===== src/rtl/pid_tlb.sv =====
module pid_tlb #(
  parameter int VPN_W     = 8,
  parameter int PFN_W     = 8,
  parameter int PID_W     = 4,
  parameter int ENTRIES   = 4,
  parameter int ADDR_W    = 16,
  parameter int PTE_BYTES = 2
) (
  input  logic              clk,
  input  logic              rst_n,
  input  logic              req_valid,
  output logic              req_ready,
  input  logic [VPN_W-1:0]  req_vpn,
  input  logic [PID_W-1:0]  req_pid,
  input  logic              flush,
  input  logic [ADDR_W-1:0] pt_base,
  output logic              resp_valid,
  output logic [PFN_W-1:0]  resp_pfn,
  output logic              resp_walked,
  output logic              resp_fault,
  output logic              mem_req_valid,
  output logic [ADDR_W-1:0] mem_req_addr,
  input  logic              mem_resp_valid,
  input  logic [PFN_W:0]    mem_resp_data
);
  localparam int IDX_W = (ENTRIES > 1) ? $clog2(ENTRIES) : 1;

  typedef enum logic [1:0] {S_IDLE, S_ISSUE, S_WAIT, S_RETRY} state_t;
  state_t state;

  logic [ENTRIES-1:0] vld;
  logic [VPN_W-1:0]   tag_vpn [ENTRIES];
  logic [PID_W-1:0]   tag_pid [ENTRIES];
  logic [PFN_W-1:0]   frame   [ENTRIES];
  logic [IDX_W-1:0]   rr;
  logic [VPN_W-1:0]   pend_vpn;
  logic [PID_W-1:0]   pend_pid;

  logic [VPN_W-1:0]   key_vpn;
  logic [PID_W-1:0]   key_pid;
  logic [ENTRIES-1:0] hit_vec;
  logic [IDX_W-1:0]   hit_idx, free_idx, victim;
  logic               any_hit, any_free, accept, flush_go, install;

  assign key_vpn  = (state == S_RETRY) ? pend_vpn : req_vpn;
  assign key_pid  = (state == S_RETRY) ? pend_pid : req_pid;

  for (genvar g = 0; g < ENTRIES; g++) begin : g_cmp
    assign hit_vec[g] = vld[g] && tag_vpn[g] == key_vpn && tag_pid[g] == key_pid;
  end

  always_comb begin
    hit_idx  = '0;
    free_idx = '0;
    for (int i = ENTRIES - 1; i >= 0; i--) begin
      if (hit_vec[i]) hit_idx = IDX_W'(i);
      if (!vld[i])    free_idx = IDX_W'(i);
    end
  end

  assign any_hit   = |hit_vec;
  assign any_free  = ~&vld;
  assign victim    = any_free ? free_idx : rr;
  assign req_ready = (state == S_IDLE) && !flush;
  assign accept    = req_valid && req_ready;
  assign flush_go  = flush && (state == S_IDLE);
  assign install   = (state == S_WAIT) && mem_resp_valid && mem_resp_data[PFN_W];

  assign mem_req_valid = (state == S_ISSUE);
  assign mem_req_addr  = pt_base + ADDR_W'(pend_vpn) * ADDR_W'(PTE_BYTES);

  always_ff @(posedge clk) begin
    if (install) begin
      tag_vpn[victim] <= pend_vpn;
      tag_pid[victim] <= pend_pid;
      frame[victim]   <= mem_resp_data[PFN_W-1:0];
    end
    if (accept) begin
      pend_vpn <= req_vpn;
      pend_pid <= req_pid;
    end
  end

  always_ff @(posedge clk) begin
    if (!rst_n) begin
      state       <= S_IDLE;
      vld         <= '0;
      rr          <= '0;
      resp_valid  <= 1'b0;
      resp_pfn    <= '0;
      resp_walked <= 1'b0;
      resp_fault  <= 1'b0;
    end else begin
      resp_valid <= 1'b0;
      if (flush_go) vld <= '0;
      if (install) begin
        vld[victim] <= 1'b1;
        if (!any_free) rr <= (rr == IDX_W'(ENTRIES - 1)) ? '0 : rr + 1'b1;
      end
      case (state)
        S_IDLE: if (accept) begin
          if (any_hit) begin
            resp_valid  <= 1'b1;
            resp_pfn    <= frame[hit_idx];
            resp_walked <= 1'b0;
            resp_fault  <= 1'b0;
          end else begin
            state <= S_ISSUE;
          end
        end
        S_ISSUE: state <= S_WAIT;
        S_WAIT: if (mem_resp_valid) begin
          if (mem_resp_data[PFN_W]) begin
            state <= S_RETRY;
          end else begin
            state       <= S_IDLE;
            resp_valid  <= 1'b1;
            resp_pfn    <= '0;
            resp_walked <= 1'b1;
            resp_fault  <= 1'b1;
          end
        end
        S_RETRY: begin
          state       <= S_IDLE;
          resp_valid  <= 1'b1;
          resp_pfn    <= frame[hit_idx];
          resp_walked <= 1'b1;
          resp_fault  <= 1'b0;
        end
        default: state <= S_IDLE;
      endcase
    end
  end

  AST_ONE_MATCH: assert property (@(posedge clk) disable iff (!rst_n)
    $onehot0(hit_vec));
  AST_HIT_NO_WALK: assert property (@(posedge clk) disable iff (!rst_n)
    (accept && any_hit) |=> (resp_valid && !resp_walked && !mem_req_valid));
  AST_RETRY_HITS: assert property (@(posedge clk) disable iff (!rst_n)
    (state == S_RETRY) |-> any_hit);
  AST_FLUSH_EMPTY: assert property (@(posedge clk) disable iff (!rst_n)
    flush_go |=> (vld == '0));
  AST_FAULT_KEEPS: assert property (@(posedge clk) disable iff (!rst_n)
    (state == S_WAIT && mem_resp_valid && !mem_resp_data[PFN_W]) |=> ($stable(vld) && resp_fault));
  AST_ONE_WALK: assert property (@(posedge clk) disable iff (!rst_n)
    mem_req_valid |=> (!mem_req_valid && !req_ready));
endmodule


===== config.mk =====
export PLATFORM = sky130hd
export DESIGN_NAME = pid_tlb
export DESIGN_NICKNAME = d
export VERILOG_FILES = /design/src/rtl/pid_tlb.sv
export SDC_FILE = /design/constraint.sdc
export NUM_CORES = 1
export LEC_CHECK = 0
export BUFFER_PORTS_ARGS = -buffer_cell sky130_fd_sc_hd__buf_2
export CAP_MARGIN = 20
export CORE_ASPECT_RATIO = 0.5
export CORE_MARGIN = 5
export CORE_UTILIZATION = 55
export CTS_CLUSTER_SIZE = 25
export DETAILED_ROUTE_END_ITERATION = 8
export PLACE_DENSITY = 0.86
export SYNTH_ARGS = -nofsm -noshare
export SYNTH_HDL_FRONTEND = slang
export SYNTH_SLANG_ARGS = --single-unit

===== constraint.sdc =====
create_clock -name clk -period 3.6 [get_ports clk]
set_input_delay 0.72 -clock clk [delete_from_list [all_inputs] [get_ports clk]]
set_output_delay 0.72 -clock clk [all_outputs]
set_load 0.02 [all_outputs]

==> results of run 1 <==
[synthesized netlist by cell type (all sizes together) (7+ instances only)]
cell and n:
edfxtp 92, xor2 31, inv 29, xnor2 26
nor2 24, a21oi 21, nand2 21, dfxtp 19
nor4 14, nor2b 12, a21boi 10, buf 10
nand4 10, a31oi 9, ha 9, nor3 9
o21ai 9, o311ai 9, a31o 8, o2bb2ai 8
a2111oi 7, and2 7, mux2i 7, o2111ai 7
[power by group through the flow]
stage               Sequential [uW]  Combinational [uW]  Clock [uW]
floorplan                      1440                 151           0
global placement               1450                 247           0
detailed placement             1450                 254           0
CTS                            1420                 257         923
global route                   1420                 289         982
finish                         1420                 267         915
[flip-flops by register name, indices dropped and copies added, names as in the netlist]
| signal | cells |
|---|---|
| frame | 32 |
| pend_pid | 4 |
| pend_vpn | 8 |
| resp_fault | 1 |
| resp_pfn | 8 |
| resp_valid | 1 |
| resp_walked | 1 |
| rr | 2 |
| state | 2 |
| tag_pid | 16 |
| tag_vpn | 32 |
| vld | 4 |
[metal layers]
layer	global-route usage	wire length, microns
met3	0.05622	1504
met1	0.3143	6095
met5	0	0
met4	0.07225	272
met2	0.3843	6876
[worst min path at each step]
stage / from / endpoint / slack [ns] / cells after the start
4_1_cts: resp_fault / resp_fault / 0.46 / 2
2_1_floorplan: rr[1] / rr[1] / 0.49 / 2
3_3_place_gp: resp_pfn[7] / resp_pfn[7] / 0.44 / 1
3_5_place_dp: resp_pfn[3] / resp_pfn[3] / 0.44 / 1
5_1_grt: resp_pfn[3] / resp_pfn[3] / 0.48 / 1
6_report: resp_fault / resp_fault / 0.46 / 2
[final cells by class]
type,count,area share
clock buffers,10,0.03431
flip-flops and latches,111,0.4710
inverters,30,0.01688
well taps,140,0.02625
multi-input cells,330,0.3630
repair buffers,95,0.08307
clock inverters,6,0.005438
[cell usage in the layout (no fill, tap or decap), drive strengths merged, types with 8 or more instances in the layout]
master and instances:
a21boi 10, a21oi 21, a31o 8, a31oi 9, buf 94, clkbuf 11
dfxtp 19, edfxtp 92, ha 9, inv 30, nand2 21, nand4 10
nor2 24, nor2b 12, nor3 9, nor4 14, o21ai 9, o2bb2ai 8
o311ai 9, xnor2 26, xor2 31
[per-stage QoR]
step / setup slack [ns] / util / total power, uW
6_report: 0.1142 / 0.6532 / 2602
5_1_grt: -0.1181 / 0.6532 / 2691
4_1_cts: 0.04590 / 0.6470 / 2599
3_5_place_dp: -0.07142 / 0.6210 / 1701
3_3_place_gp: 0.05930 / 0.6210 / 1694
2_1_floorplan: 0.1789 / - / 1594
[tightest hold or removal path, stage by stage (launching register included)]
cell	delay, ns
sky130_fd_sc_hd__dfxtp_1	0.31
sky130_fd_sc_hd__nand2_1	0.05
sky130_fd_sc_hd__mux2i_1	0.05
[logic make-up after synthesis]
logic type,Yosys count
and+or+nand+nor,124
muxes,7
DFF,111
adders and majority gates,10
buffers and inverters,45
xor gates and xnor gates,57
AOI/OAI and AO/OA,132
[timing repair]
item / in CTS / in global routing
endpoints found under the setup margin: 4 / 4
resized for setup: 2 / 9
buffers inserted: 0 / 4
endpoints found under the hold margin: 0 / 0
hold buffers: 0 / 0
pin swaps: 0 / 8
==> metrics.txt, run 1 <==
# TYPE chip_impl_metric gauge
chip_impl_metric{name="hold_ws",unit="ns"} 0.4593
chip_impl_metric{name="wire_per_inst",unit="microns"} 20.43
chip_impl_metric{name="cp_max_fo",unit=""} 4
chip_impl_metric{name="vdd.ir_drop.worst",unit="V"} 0.0002288
chip_impl_metric{name="gp_routability_congestion",unit=""} 0.9724
chip_impl_info{name="yosys.area.top_type",value="sky130_fd_sc_hd__edfxtp_1"} 1
chip_impl_info{name="clock-root-buffer",value="sky130_fd_sc_hd__clkbuf_16"} 1
chip_impl_metric{name="finalWirelength",unit="mm"} 14.75
chip_impl_metric{name="design.core.area",unit="sq mm"} 0.01021
chip_impl_metric{name="buffer_levels_on_the_longest_clock_path",unit=""} 2
chip_impl_metric{name="syn_area",unit="sq mm"} 0.005747
chip_impl_metric{name="post_synth_xor_area_fraction",unit=""} 0.08687
chip_impl_metric{name="power.switching_fraction",unit=""} 0.2417
chip_impl_metric{name="final.setup_skew",unit="ns"} 0.004853
chip_impl_metric{name="grt_overflow",unit=""} 0
chip_impl_metric{name="die_width",unit="microns"} 154.6
chip_impl_metric{name="die_height",unit="microns"} 82.28
chip_impl_info{name="r2r_start",value="state[0]"} 1
chip_impl_metric{name="start_util",unit=""} 0.5626
chip_impl_metric{name="clk-insertion-delay-late",unit="ns"} 0.35
chip_impl_metric{name="clock_tree.htree_level_count",unit=""} 3
chip_impl_metric{name="critical_path_arrival",unit="ns"} 2.77
chip_impl_info{name="path_class",value="register to primary output"} 1
chip_impl_metric{name="timing.final.crit_share",unit=""} 0.9683
chip_impl_metric{name="area_delta_synth_final",unit="%"} 16.11
chip_impl_metric{name="grt.total_usage",unit=""} 0.2342
chip_impl_metric{name="final_cells",unit=""} 722
chip_impl_metric{name="nFillCells",unit=""} 764
chip_impl_metric{name="ys_seq_area_frac",unit=""} 0.5469
chip_impl_metric{name="worstSetupPathDepth",unit=""} 12
chip_impl_metric{name="placed_cells_incl_taps",unit=""} 701
chip_impl_info{name="hp-class",value="register to register"} 1
chip_impl_metric{name="buffer_ports.inserted",unit=""} 68
chip_impl_info{name="synth.area.top_cells",value="sky130_fd_sc_hd__edfxtp_1 48%, sky130_fd_sc_hd__dfxtp_1 6.6%, sky130_fd_sc_hd__xor2_1 4.7%"} 1
chip_impl_metric{name="max_slew.worst_pin.slew",unit="ns"} 0.7414
chip_impl_metric{name="worst-r2r-setup-slack",unit="ns"} 0.42
chip_impl_metric{name="internal_power",unit="uW"} 1973
chip_impl_info{name="outcome",value="complete, no violations"} 1
chip_impl_metric{name="ys_ff_latch",unit=""} 111
chip_impl_info{name="dominant_combinational_cell_family_by_area_after_synthesis",value="compound AO/OA/AOI/OAI gates"} 1
chip_impl_metric{name="initialDrtViolationCount",unit=""} 567
chip_impl_info{name="r2r_end",value="resp_pfn[3]"} 1
chip_impl_metric{name="number_of_nets_with_antenna_violations_after_detailed_routing",unit=""} 0
chip_impl_info{name="grt_setup_unrepaired",value="true"} 1
chip_impl_metric{name="synthMuxAreaShare",unit=""} 0.01219
chip_impl_metric{name="yosysWarnings",unit=""} 0
chip_impl_metric{name="dpl_cell_area",unit="sq mm"} 0.006344
chip_impl_info{name="worst_path_dominant_cell_family",value="compound AO/OA/AOI/OAI gates"} 1
chip_impl_metric{name="yosysUniqueCellTypes",unit=""} 65
chip_impl_info{name="setup.worst_path.end",value="mem_req_addr[15]"} 1
chip_impl_metric{name="number_of_buffer_and_inverter_stages_on_the_critical_path",unit=""} 2
chip_impl_metric{name="max-slew-margin-rel",unit=""} 0.5058
chip_impl_info{name="worst_setup_path_end_kind",value="primary output"} 1
chip_impl_metric{name="first_global_vias",unit=""} 4234
chip_impl_info{name="crit_path_cell_trace",value="ha_4, inv_2, fa_2, nor2b_1, o21ai_1, a21boi_1, o21ai_1, a21boi_1, o21a_1, o211ai_1, xnor2_1, buf_4"} 1
chip_impl_metric{name="synth_edf_count",unit=""} 92
chip_impl_metric{name="cts_made_buffers",unit=""} 9
chip_impl_metric{name="rr_worst_depth",unit=""} 8
chip_impl_metric{name="synth_simple_gate_area_frac",unit=""} 0.1156
chip_impl_metric{name="cpPeakStageDelay",unit="ns"} 0.42
chip_impl_metric{name="post_synth_top_area_share",unit=""} 0.4807
chip_impl_info{name="cp_slowest_cell",value="sky130_fd_sc_hd__edfxtp_1"} 1
chip_impl_metric{name="antennaDiodeCount",unit=""} 0
chip_impl_metric{name="initial_antenna_violation_count",unit=""} 0
chip_impl_metric{name="synthesis.nets",unit=""} 538
chip_impl_metric{name="detail_route.drc_violations",unit=""} 0
chip_impl_metric{name="syn-instance-count",unit=""} 486
chip_impl_metric{name="power.static_leakage",unit="uW"} 0.002452
chip_impl_info{name="cts_tree",value="yes"} 1
chip_impl_metric{name="netSwitchingPower",unit="uW"} 628.8
chip_impl_metric{name="synth_async_sr_flop_share",unit=""} 0
chip_impl_metric{name="register_area",unit="sq mm"} 0.003143
chip_impl_metric{name="layout-drive-gt1-share",unit=""} 0.2148
chip_impl_info{name="cp_startpoint",value="pend_vpn[0]"} 1
chip_impl_info{name="timing.critical_path.from_type",value="register"} 1
chip_impl_metric{name="final_design_area_no_fill",unit="sq mm"} 0.006673
chip_impl_metric{name="multi_input_area",unit="sq mm"} 0.002422
chip_impl_metric{name="finalCriticalPeriod",unit="ns"} 3.486
chip_impl_metric{name="wire_length_of_the_first_global_routing_pass",unit="mm"} 22.73
chip_impl_metric{name="design.portCount",unit=""} 71
chip_impl_metric{name="grt_max_degree",unit=""} 22
chip_impl_metric{name="detailedRoute.firstPassIterationCount",unit=""} 5
chip_impl_metric{name="worst_setup_hold_path_clk_slew",unit="ns"} 0.07
chip_impl_metric{name="fp.dieArea",unit="sq mm"} 0.01272
chip_impl_metric{name="worst_ep_required_time",unit="ns"} 2.88
chip_impl_metric{name="synth_adder_area_share",unit=""} 0.02308
chip_impl_metric{name="setup_viol",unit=""} 0
chip_impl_metric{name="max_freq",unit="MHz"} 286.9
chip_impl_metric{name="power_frac_clock",unit=""} 0.352
chip_impl_metric{name="detailed_place_hpwl",unit="mm"} 10.28
chip_impl_metric{name="routed-via-count",unit=""} 4449
chip_impl_metric{name="synth_compound_gate_area_share",unit=""} 0.1794
chip_impl_metric{name="slew_violations",unit=""} 0
chip_impl_info{name="most_frequently_used_flop_master_after_synthesis",value="sky130_fd_sc_hd__edfxtp_1"} 1
chip_impl_metric{name="fin_nets",unit=""} 629
chip_impl_metric{name="share_comb_of_total_power",unit=""} 0.103
chip_impl_metric{name="pwrdens",unit="mW/mm^2"} 389.9
chip_impl_metric{name="synthesis.area_per_instance",unit="sq um"} 11.82
chip_impl_metric{name="clock-sinks",unit=""} 111
chip_impl_metric{name="finalSetupTns",unit="ns"} 0
chip_impl_metric{name="detail_route.vias_per_cell",unit=""} 6.162
chip_impl_metric{name="p_seq_frac",unit=""} 0.546
chip_impl_metric{name="num_rows",unit=""} 26
chip_impl_metric{name="final_hold_violation_count",unit=""} 0
chip_impl_metric{name="timing.max_cap.violations",unit=""} 0
Note: power is estimated with default switching activity, not from simulation.
==> run 2, diff against run 1 <==
- CAP_MARGIN: 20 -> 0
- CELL_PAD_IN_SITES_DETAIL_PLACEMENT: default -> 0
- CELL_PAD_IN_SITES_GLOBAL_PLACEMENT: default -> 1
- CORE_UTILIZATION: 55 -> 47
- PLACE_DENSITY: 0.86 -> 0.9
==> run 2 against run 1 <==
Effect of this change: clock skew up 0.0021 ns; combinational power is essentially flat; critical endpoint unchanged; critical path type is now input port to primary output; highest routed layer unchanged; count of clock-buffer cells in the layout increased by 3; clock power up 1%; sequential share of layout area down 0.29 points.
==> metrics.txt, run 2 (synthesis results as in run 1) <==
# TYPE chip_impl_metric gauge
chip_impl_metric{name="design.core.area",unit="sq mm"} 0.01188
chip_impl_metric{name="detail_route.vias_per_cell",unit=""} 5.844
chip_impl_metric{name="start_util",unit=""} 0.4839
chip_impl_metric{name="detail_route.drc_violations",unit=""} 0
chip_impl_metric{name="gp_routability_congestion",unit=""} 0.9484
chip_impl_metric{name="slew_violations",unit=""} 0
chip_impl_metric{name="clock-sinks",unit=""} 111
chip_impl_metric{name="design.portCount",unit=""} 71
chip_impl_metric{name="routed-via-count",unit=""} 4371
chip_impl_metric{name="cp_max_fo",unit=""} 4
chip_impl_metric{name="grt.total_usage",unit=""} 0.2024
chip_impl_info{name="outcome",value="complete, no violations"} 1
chip_impl_metric{name="cts_made_buffers",unit=""} 9
chip_impl_metric{name="layout-drive-gt1-share",unit=""} 0.2178
chip_impl_metric{name="nFillCells",unit=""} 992
chip_impl_metric{name="finalWirelength",unit="mm"} 14.60
chip_impl_metric{name="timing.final.crit_share",unit=""} 0.9743
chip_impl_metric{name="worst_ep_required_time",unit="ns"} 2.88
chip_impl_metric{name="die_height",unit="microns"} 88.19
chip_impl_metric{name="worst-r2r-setup-slack",unit="ns"} 0.54
chip_impl_metric{name="number_of_nets_with_antenna_violations_after_detailed_routing",unit=""} 0
chip_impl_metric{name="final_design_area_no_fill",unit="sq mm"} 0.006714
chip_impl_metric{name="power.static_leakage",unit="uW"} 0.002456
chip_impl_info{name="final_common_cell",value="sky130_fd_sc_hd__edfxtp_1"} 1
chip_impl_metric{name="multi_input_area",unit="sq mm"} 0.002427
chip_impl_metric{name="dpl_cell_area",unit="sq mm"} 0.006412
chip_impl_metric{name="final.setup_skew",unit="ns"} 0.006973
chip_impl_metric{name="register_area",unit="sq mm"} 0.003143
chip_impl_info{name="most_used_cells_in_the_layout_excluding_fill_and_tap_cells",value="92 x sky130_fd_sc_hd__edfxtp_1, 66 x sky130_fd_sc_hd__buf_2, 31 x sky130_fd_sc_hd__xor2_1"} 1
chip_impl_metric{name="buffer_ports.inserted",unit=""} 68
chip_impl_metric{name="fin_total_pwr",unit="uW"} 2607
chip_impl_metric{name="grt_overflow",unit=""} 0
chip_impl_metric{name="final_hold_violation_count",unit=""} 0
chip_impl_metric{name="detailed_place_hpwl",unit="mm"} 10.51
chip_impl_info{name="worst_setup_path_end_kind",value="primary output"} 1
chip_impl_metric{name="first_global_vias",unit=""} 4323
chip_impl_metric{name="fp.dieArea",unit="sq mm"} 0.01467
chip_impl_metric{name="max-slew-margin-rel",unit=""} 0.4572
chip_impl_metric{name="pwrdens",unit="mW/mm^2"} 388.3
chip_impl_info{name="worstHoldEndpoint",value="resp_fault"} 1
chip_impl_metric{name="wire_per_inst",unit="microns"} 19.52
chip_impl_metric{name="area_delta_synth_final",unit="%"} 16.83
chip_impl_metric{name="initial_antenna_violation_count",unit=""} 0
chip_impl_metric{name="wire_length_of_the_first_global_routing_pass",unit="mm"} 23.27
chip_impl_metric{name="fin_nets",unit=""} 630
chip_impl_metric{name="detailedRoute.firstPassIterationCount",unit=""} 5
chip_impl_info{name="top_regs",value="frame: 32 flops, tag_vpn: 32 flops, tag_pid: 16 flops"} 1
chip_impl_info{name="cts_tree",value="yes"} 1
chip_impl_metric{name="finalCriticalPeriod",unit="ns"} 3.508
chip_impl_metric{name="rr_worst_depth",unit=""} 7
chip_impl_info{name="clock-root-buffer",value="sky130_fd_sc_hd__clkbuf_16"} 1
chip_impl_metric{name="hold_depth",unit=""} 2
chip_impl_metric{name="max_freq",unit="MHz"} 285.1
chip_impl_info{name="timing.critical_path.from_type",value="input port"} 1
chip_impl_info{name="cp_startpoint",value="pt_base[1]"} 1
chip_impl_metric{name="setup_viol",unit=""} 0
chip_impl_metric{name="initialDrtViolationCount",unit=""} 304
chip_impl_info{name="r2r_end",value="resp_pfn[2]"} 1
chip_impl_info{name="hp-class",value="register to register"} 1
chip_impl_metric{name="max_slew.worst_pin.slew",unit="ns"} 0.8143
chip_impl_metric{name="num_rows",unit=""} 28
chip_impl_info{name="path_class",value="input port to primary output"} 1
chip_impl_metric{name="timing.max_cap.violations",unit=""} 0
chip_impl_metric{name="antennaDiodeCount",unit=""} 0
chip_impl_metric{name="vdd.ir_drop.worst",unit="V"} 0.0002223
chip_impl_metric{name="die_width",unit="microns"} 166.4
chip_impl_metric{name="worst_setup_hold_path_clk_slew",unit="ns"} 0.07
chip_impl_metric{name="holdBufCountCts",unit=""} 0
chip_impl_metric{name="clk-insertion-delay-late",unit="ns"} 0.34
chip_impl_metric{name="buffer_levels_on_the_longest_clock_path",unit=""} 2
chip_impl_info{name="timing.hold.worst.start",value="resp_fault"} 1
chip_impl_metric{name="critical_path_arrival",unit="ns"} 2.79
chip_impl_metric{name="clock_tree.htree_level_count",unit=""} 3
chip_impl_info{name="r2r_start",value="pend_vpn[6]"} 1
chip_impl_metric{name="grt_max_degree",unit=""} 18
-- run 2: cell count changes in the layout (fill, tap and decap cells not counted), sizes merged --
cell and delta:
clkbuf +2, buf +2, clkinvlp +1, clkinv -4
-- run 2: final cells by class --
class	instances	area share
tap	165	0.03075
multi-input combinational	330	0.3615
timing repair buffer	96	0.08274
sequential	111	0.4681
clock buffer	13	0.03727
clock inverter	3	0.002795
inverter	30	0.01677
-- run 2: what timing repair did --
item                                    in CTS  in global routing
endpoints found under the setup margin       3                  7
endpoints found under the hold margin        0                  0
gates resized for setup                      2                  9
pin swaps                                    1                  6
buffers inserted                             0                  1
-- run 2: how the worst max path moves through the flow --
stage	depth (start not counted)	to	slack [ns]
finish	13	mem_req_addr[15]	0.09
global route	13	mem_req_addr[15]	-0.03
CTS	13	mem_req_addr[15]	0.05
detailed placement	13	mem_req_addr[15]	-0.03
global placement	13	mem_req_addr[15]	0.06
floorplan	11	mem_req_addr[11]	0.18
-- run 2: per-stage QoR --
stage	std cells	utilization	hold slack [ns]	setup slack (ns)	setup TNS, ns
final	748	0.5653	0.4561	0.09239	0
after global routing	748	0.5653	0.4736	-0.03312	-0.05315
after CTS	747	0.5626	0.4632	0.05238	0
after detailed placement	731	0.5399	0.4436	-0.02635	-0.02635
after global placement	731	0.5399	0.4398	0.06500	0
after floorplan	486	-	0.4877	0.1789	0
-- run 2: power by group --
group / internal [uW] / leakage (uW) / switching [uW]
clock: 489 / 0.000130 / 435
combinational: 105 / 0.00134 / 161
sequential: 1400 / 0.000984 / 18.7
-- run 2: routing by layer --
metal,vias up,track usage,part of all wire,wire length [microns]
met4,0,0.05568,0.016,235
met1,2072,0.2757,0.45,6506
li1,2072,-,-,-
met3,21,0.04824,0.093,1356
met5,-,0,0,0
met2,206,0.3304,0.45,6501
-- run 2: critical path, cell delays in order --
cell                       delay, ns
sky130_fd_sc_hd__buf_2          0.08
sky130_fd_sc_hd__ha_1           0.16
sky130_fd_sc_hd__inv_1          0.06
sky130_fd_sc_hd__fa_1           0.40
sky130_fd_sc_hd__nor2b_2        0.15
sky130_fd_sc_hd__o21ai_2        0.06
sky130_fd_sc_hd__a21boi_1       0.17
sky130_fd_sc_hd__o21ai_1        0.13
sky130_fd_sc_hd__a21boi_2       0.16
sky130_fd_sc_hd__o21a_1         0.20
sky130_fd_sc_hd__o211ai_1       0.12
sky130_fd_sc_hd__xnor2_1        0.20
sky130_fd_sc_hd__buf_4          0.17
==> run 3, diff against run 2 <==
--- a/constraint.sdc
+++ b/constraint.sdc
@@ -3,2 +3,2 @@
 set_output_delay 0.72 -clock clk [all_outputs]
-set_load 0.02 [all_outputs]
+set_load 0.01 [all_outputs]
==> run 3 against run 2 <==
Effect of this change: final cell count decreased by 0.13%; final area decreased by 0.11%; global-route usage decreased by 0.46 points; largest power group unchanged; count of clock-buffer cells in the layout decreased by 4; critical endpoint unchanged.
==> metrics.txt, run 3 (synthesis results as in run 1) <==
# TYPE chip_impl_metric gauge
chip_impl_metric{name="buffer_ports.inserted",unit=""} 68
chip_impl_metric{name="die_width",unit="microns"} 166.4
chip_impl_metric{name="grt_max_degree",unit=""} 20
chip_impl_metric{name="clock_tree.htree_level_count",unit=""} 3
chip_impl_metric{name="timing.max_cap.violations",unit=""} 0
chip_impl_info{name="outcome",value="complete, no violations"} 1
chip_impl_metric{name="design.core.area",unit="sq mm"} 0.01188
chip_impl_metric{name="layout-drive-gt1-share",unit=""} 0.2165
chip_impl_metric{name="area_delta_synth_final",unit="%"} 16.70
chip_impl_metric{name="detail_route.drc_violations",unit=""} 0
chip_impl_metric{name="die_height",unit="microns"} 88.19
chip_impl_metric{name="critical_path_arrival",unit="ns"} 2.72
chip_impl_metric{name="power.static_leakage",unit="uW"} 0.002450
chip_impl_info{name="top_regs",value="frame: 32 flops, tag_vpn: 32 flops, tag_pid: 16 flops"} 1
chip_impl_metric{name="clk-insertion-delay-late",unit="ns"} 0.36
chip_impl_metric{name="antennaDiodeCount",unit=""} 0
chip_impl_metric{name="fin_nets",unit=""} 629
chip_impl_metric{name="finalWirelength",unit="mm"} 14.40
chip_impl_metric{name="start_util",unit=""} 0.4839
chip_impl_metric{name="dpl_cell_area",unit="sq mm"} 0.006397
chip_impl_metric{name="holdBufCountCts",unit=""} 0
chip_impl_metric{name="cp_max_fo",unit=""} 4
chip_impl_metric{name="worst_setup_hold_path_clk_slew",unit="ns"} 0.07
chip_impl_metric{name="finalCriticalPeriod",unit="ns"} 3.439
chip_impl_metric{name="num_rows",unit=""} 28
chip_impl_info{name="hp-class",value="register to register"} 1
chip_impl_info{name="cts_tree",value="yes"} 1
chip_impl_metric{name="cts_made_buffers",unit=""} 9
chip_impl_metric{name="vdd.ir_drop.worst",unit="V"} 0.0001982
chip_impl_metric{name="worst_ep_required_time",unit="ns"} 2.88
chip_impl_metric{name="timing.final.crit_share",unit=""} 0.9551
chip_impl_info{name="cp_slowest_cell",value="sky130_fd_sc_hd__fa_2"} 1
chip_impl_metric{name="number_of_buffer_and_inverter_stages_on_the_critical_path",unit=""} 3
chip_impl_info{name="crit_path_cell_trace",value="buf_2, ha_1, inv_1, fa_2, nor2b_1, o21ai_1, a21boi_2, o21ai_1, a21boi_1, o21a_1, o211ai_1, xnor2_1, buf_2"} 1
chip_impl_info{name="final_common_cell",value="sky130_fd_sc_hd__edfxtp_1"} 1
chip_impl_metric{name="clock-sinks",unit=""} 111
chip_impl_metric{name="pwrdens",unit="mW/mm^2"} 389.0
chip_impl_metric{name="max-slew-margin-rel",unit=""} 0.4253
chip_impl_info{name="worst_setup_path_end_kind",value="primary output"} 1
chip_impl_metric{name="wire_length_of_the_first_global_routing_pass",unit="mm"} 22.40
chip_impl_metric{name="buffer_levels_on_the_longest_clock_path",unit=""} 2
chip_impl_metric{name="fp.dieArea",unit="sq mm"} 0.01467
chip_impl_metric{name="final_hold_violation_count",unit=""} 0
chip_impl_metric{name="grt_overflow",unit=""} 0
chip_impl_metric{name="number_of_nets_with_antenna_violations_after_detailed_routing",unit=""} 0
chip_impl_metric{name="routed-via-count",unit=""} 4339
chip_impl_metric{name="initialDrtViolationCount",unit=""} 471
chip_impl_info{name="path_class",value="input port to primary output"} 1
chip_impl_metric{name="detailed_place_hpwl",unit="mm"} 10.34
chip_impl_metric{name="initial_antenna_violation_count",unit=""} 0
chip_impl_metric{name="register_area",unit="sq mm"} 0.003143
chip_impl_metric{name="max_freq",unit="MHz"} 290.8
chip_impl_metric{name="multi_input_area",unit="sq mm"} 0.002420
chip_impl_metric{name="gp_routability_congestion",unit=""} 0.8398
chip_impl_info{name="most_used_cells_in_the_layout_excluding_fill_and_tap_cells",value="92 x sky130_fd_sc_hd__edfxtp_1, 68 x sky130_fd_sc_hd__buf_2, 31 x sky130_fd_sc_hd__xor2_1"} 1
chip_impl_metric{name="nFillCells",unit=""} 997
chip_impl_info{name="worst_path_dominant_cell_family",value="compound AO/OA/AOI/OAI gates"} 1
chip_impl_metric{name="final.setup_skew",unit="ns"} 0.008416
chip_impl_metric{name="final_design_area_no_fill",unit="sq mm"} 0.006706
chip_impl_metric{name="detailedRoute.firstPassIterationCount",unit=""} 5
chip_impl_metric{name="design.portCount",unit=""} 71
chip_impl_metric{name="cpPeakStageDelay",unit="ns"} 0.35
chip_impl_metric{name="grt.total_usage",unit=""} 0.1978
chip_impl_metric{name="setup_viol",unit=""} 0
chip_impl_metric{name="detail_route.vias_per_cell",unit=""} 5.809
chip_impl_metric{name="max_slew.worst_pin.slew",unit="ns"} 0.8621
chip_impl_info{name="clock-root-buffer",value="sky130_fd_sc_hd__clkbuf_16"} 1
chip_impl_info{name="timing.critical_path.from_type",value="input port"} 1
chip_impl_metric{name="first_global_vias",unit=""} 4183
chip_impl_metric{name="slew_violations",unit=""} 0
chip_impl_metric{name="fin_total_pwr",unit="uW"} 2609
chip_impl_metric{name="wire_per_inst",unit="microns"} 19.27
run 3: cell count changes in the layout (fill, tap and decap cells not counted), moves of 2 or more:
cell,before,now
sky130_fd_sc_hd__buf_2,66,68
sky130_fd_sc_hd__buf_4,30,27
sky130_fd_sc_hd__clkbuf_1,3,0
sky130_fd_sc_hd__inv_6,0,2
run 3: worst reg2reg max path: stages (launching register included):
cell	delay, ns
sky130_fd_sc_hd__edfxtp_1	0.56
sky130_fd_sc_hd__inv_1	0.22
sky130_fd_sc_hd__a221oi_1	0.12
sky130_fd_sc_hd__and3b_1	0.22
sky130_fd_sc_hd__o32ai_2	0.63
sky130_fd_sc_hd__nor3_1	0.09
sky130_fd_sc_hd__a21oi_1	0.69
sky130_fd_sc_hd__nand4b_1	0.20
sky130_fd_sc_hd__a211oi_1	0.26
run 3: worst paths after layout:
kind,start,endpoint,slack (ns),cells after the start
max,pt_base[1],mem_req_addr[15],0.16,13
min,resp_fault,resp_fault,0.46,2
min reg2reg,resp_fault,resp_fault,0.46,2
max reg2reg,pend_vpn[3],state[0],0.53,8
run 3: final cells by class:
cell class,count,area share
clock buffer,9,0.03358
clock inverter,7,0.008396
inverter,30,0.01679
multi-input combinational,330,0.3608
sequential,111,0.4687
tap,165,0.03078
timing repair buffer,95,0.08097
run 3: per-stage QoR:
stage                     hold slack [ns]  cells  setup TNS (ns)  setup slack [ns]  utilization
after floorplan                    0.4790    486               0            0.3284            -
after global placement             0.4403    729               0           0.06698       0.5387
after detailed placement           0.4479    729         -0.1755          -0.06968       0.5387
after CTS                          0.4664    745               0           0.04202       0.5624
after global routing               0.4747    747        -0.02430          -0.02430       0.5647
final                              0.4613    747               0            0.1615       0.5647
run 3: report_power, final:
| group | leakage (uW) | internal (uW) | switching (uW) | total, uW |
|---|---|---|---|---|
| logic | 0.00133 | 102 | 142 | 244 |
| clock network | 0.000132 | 478 | 472 | 950 |
| registers | 0.000984 | 1400 | 16.4 | 1410 |
run 3: per-layer routing:
metal | wire [microns] | vias up | global-route usage
met1 | 6736 | 2097 | 0.2723
met4 | 204 | 0 | 0.05642
met5 | 0 | - | 0
li1 | - | 2060 | -
met2 | 6354 | 161 | 0.3179
met3 | 1101 | 21 | 0.04779
run 3: timing repair:
item | 4_1_cts | 5_1_grt
setup endpoints to repair | 4 | 5
endpoints found under the hold margin | 0 | 0
resized for setup | 2 | 5
buffers inserted | 0 | 2
gates cloned | 0 | 0
pin swaps | 0 | 5
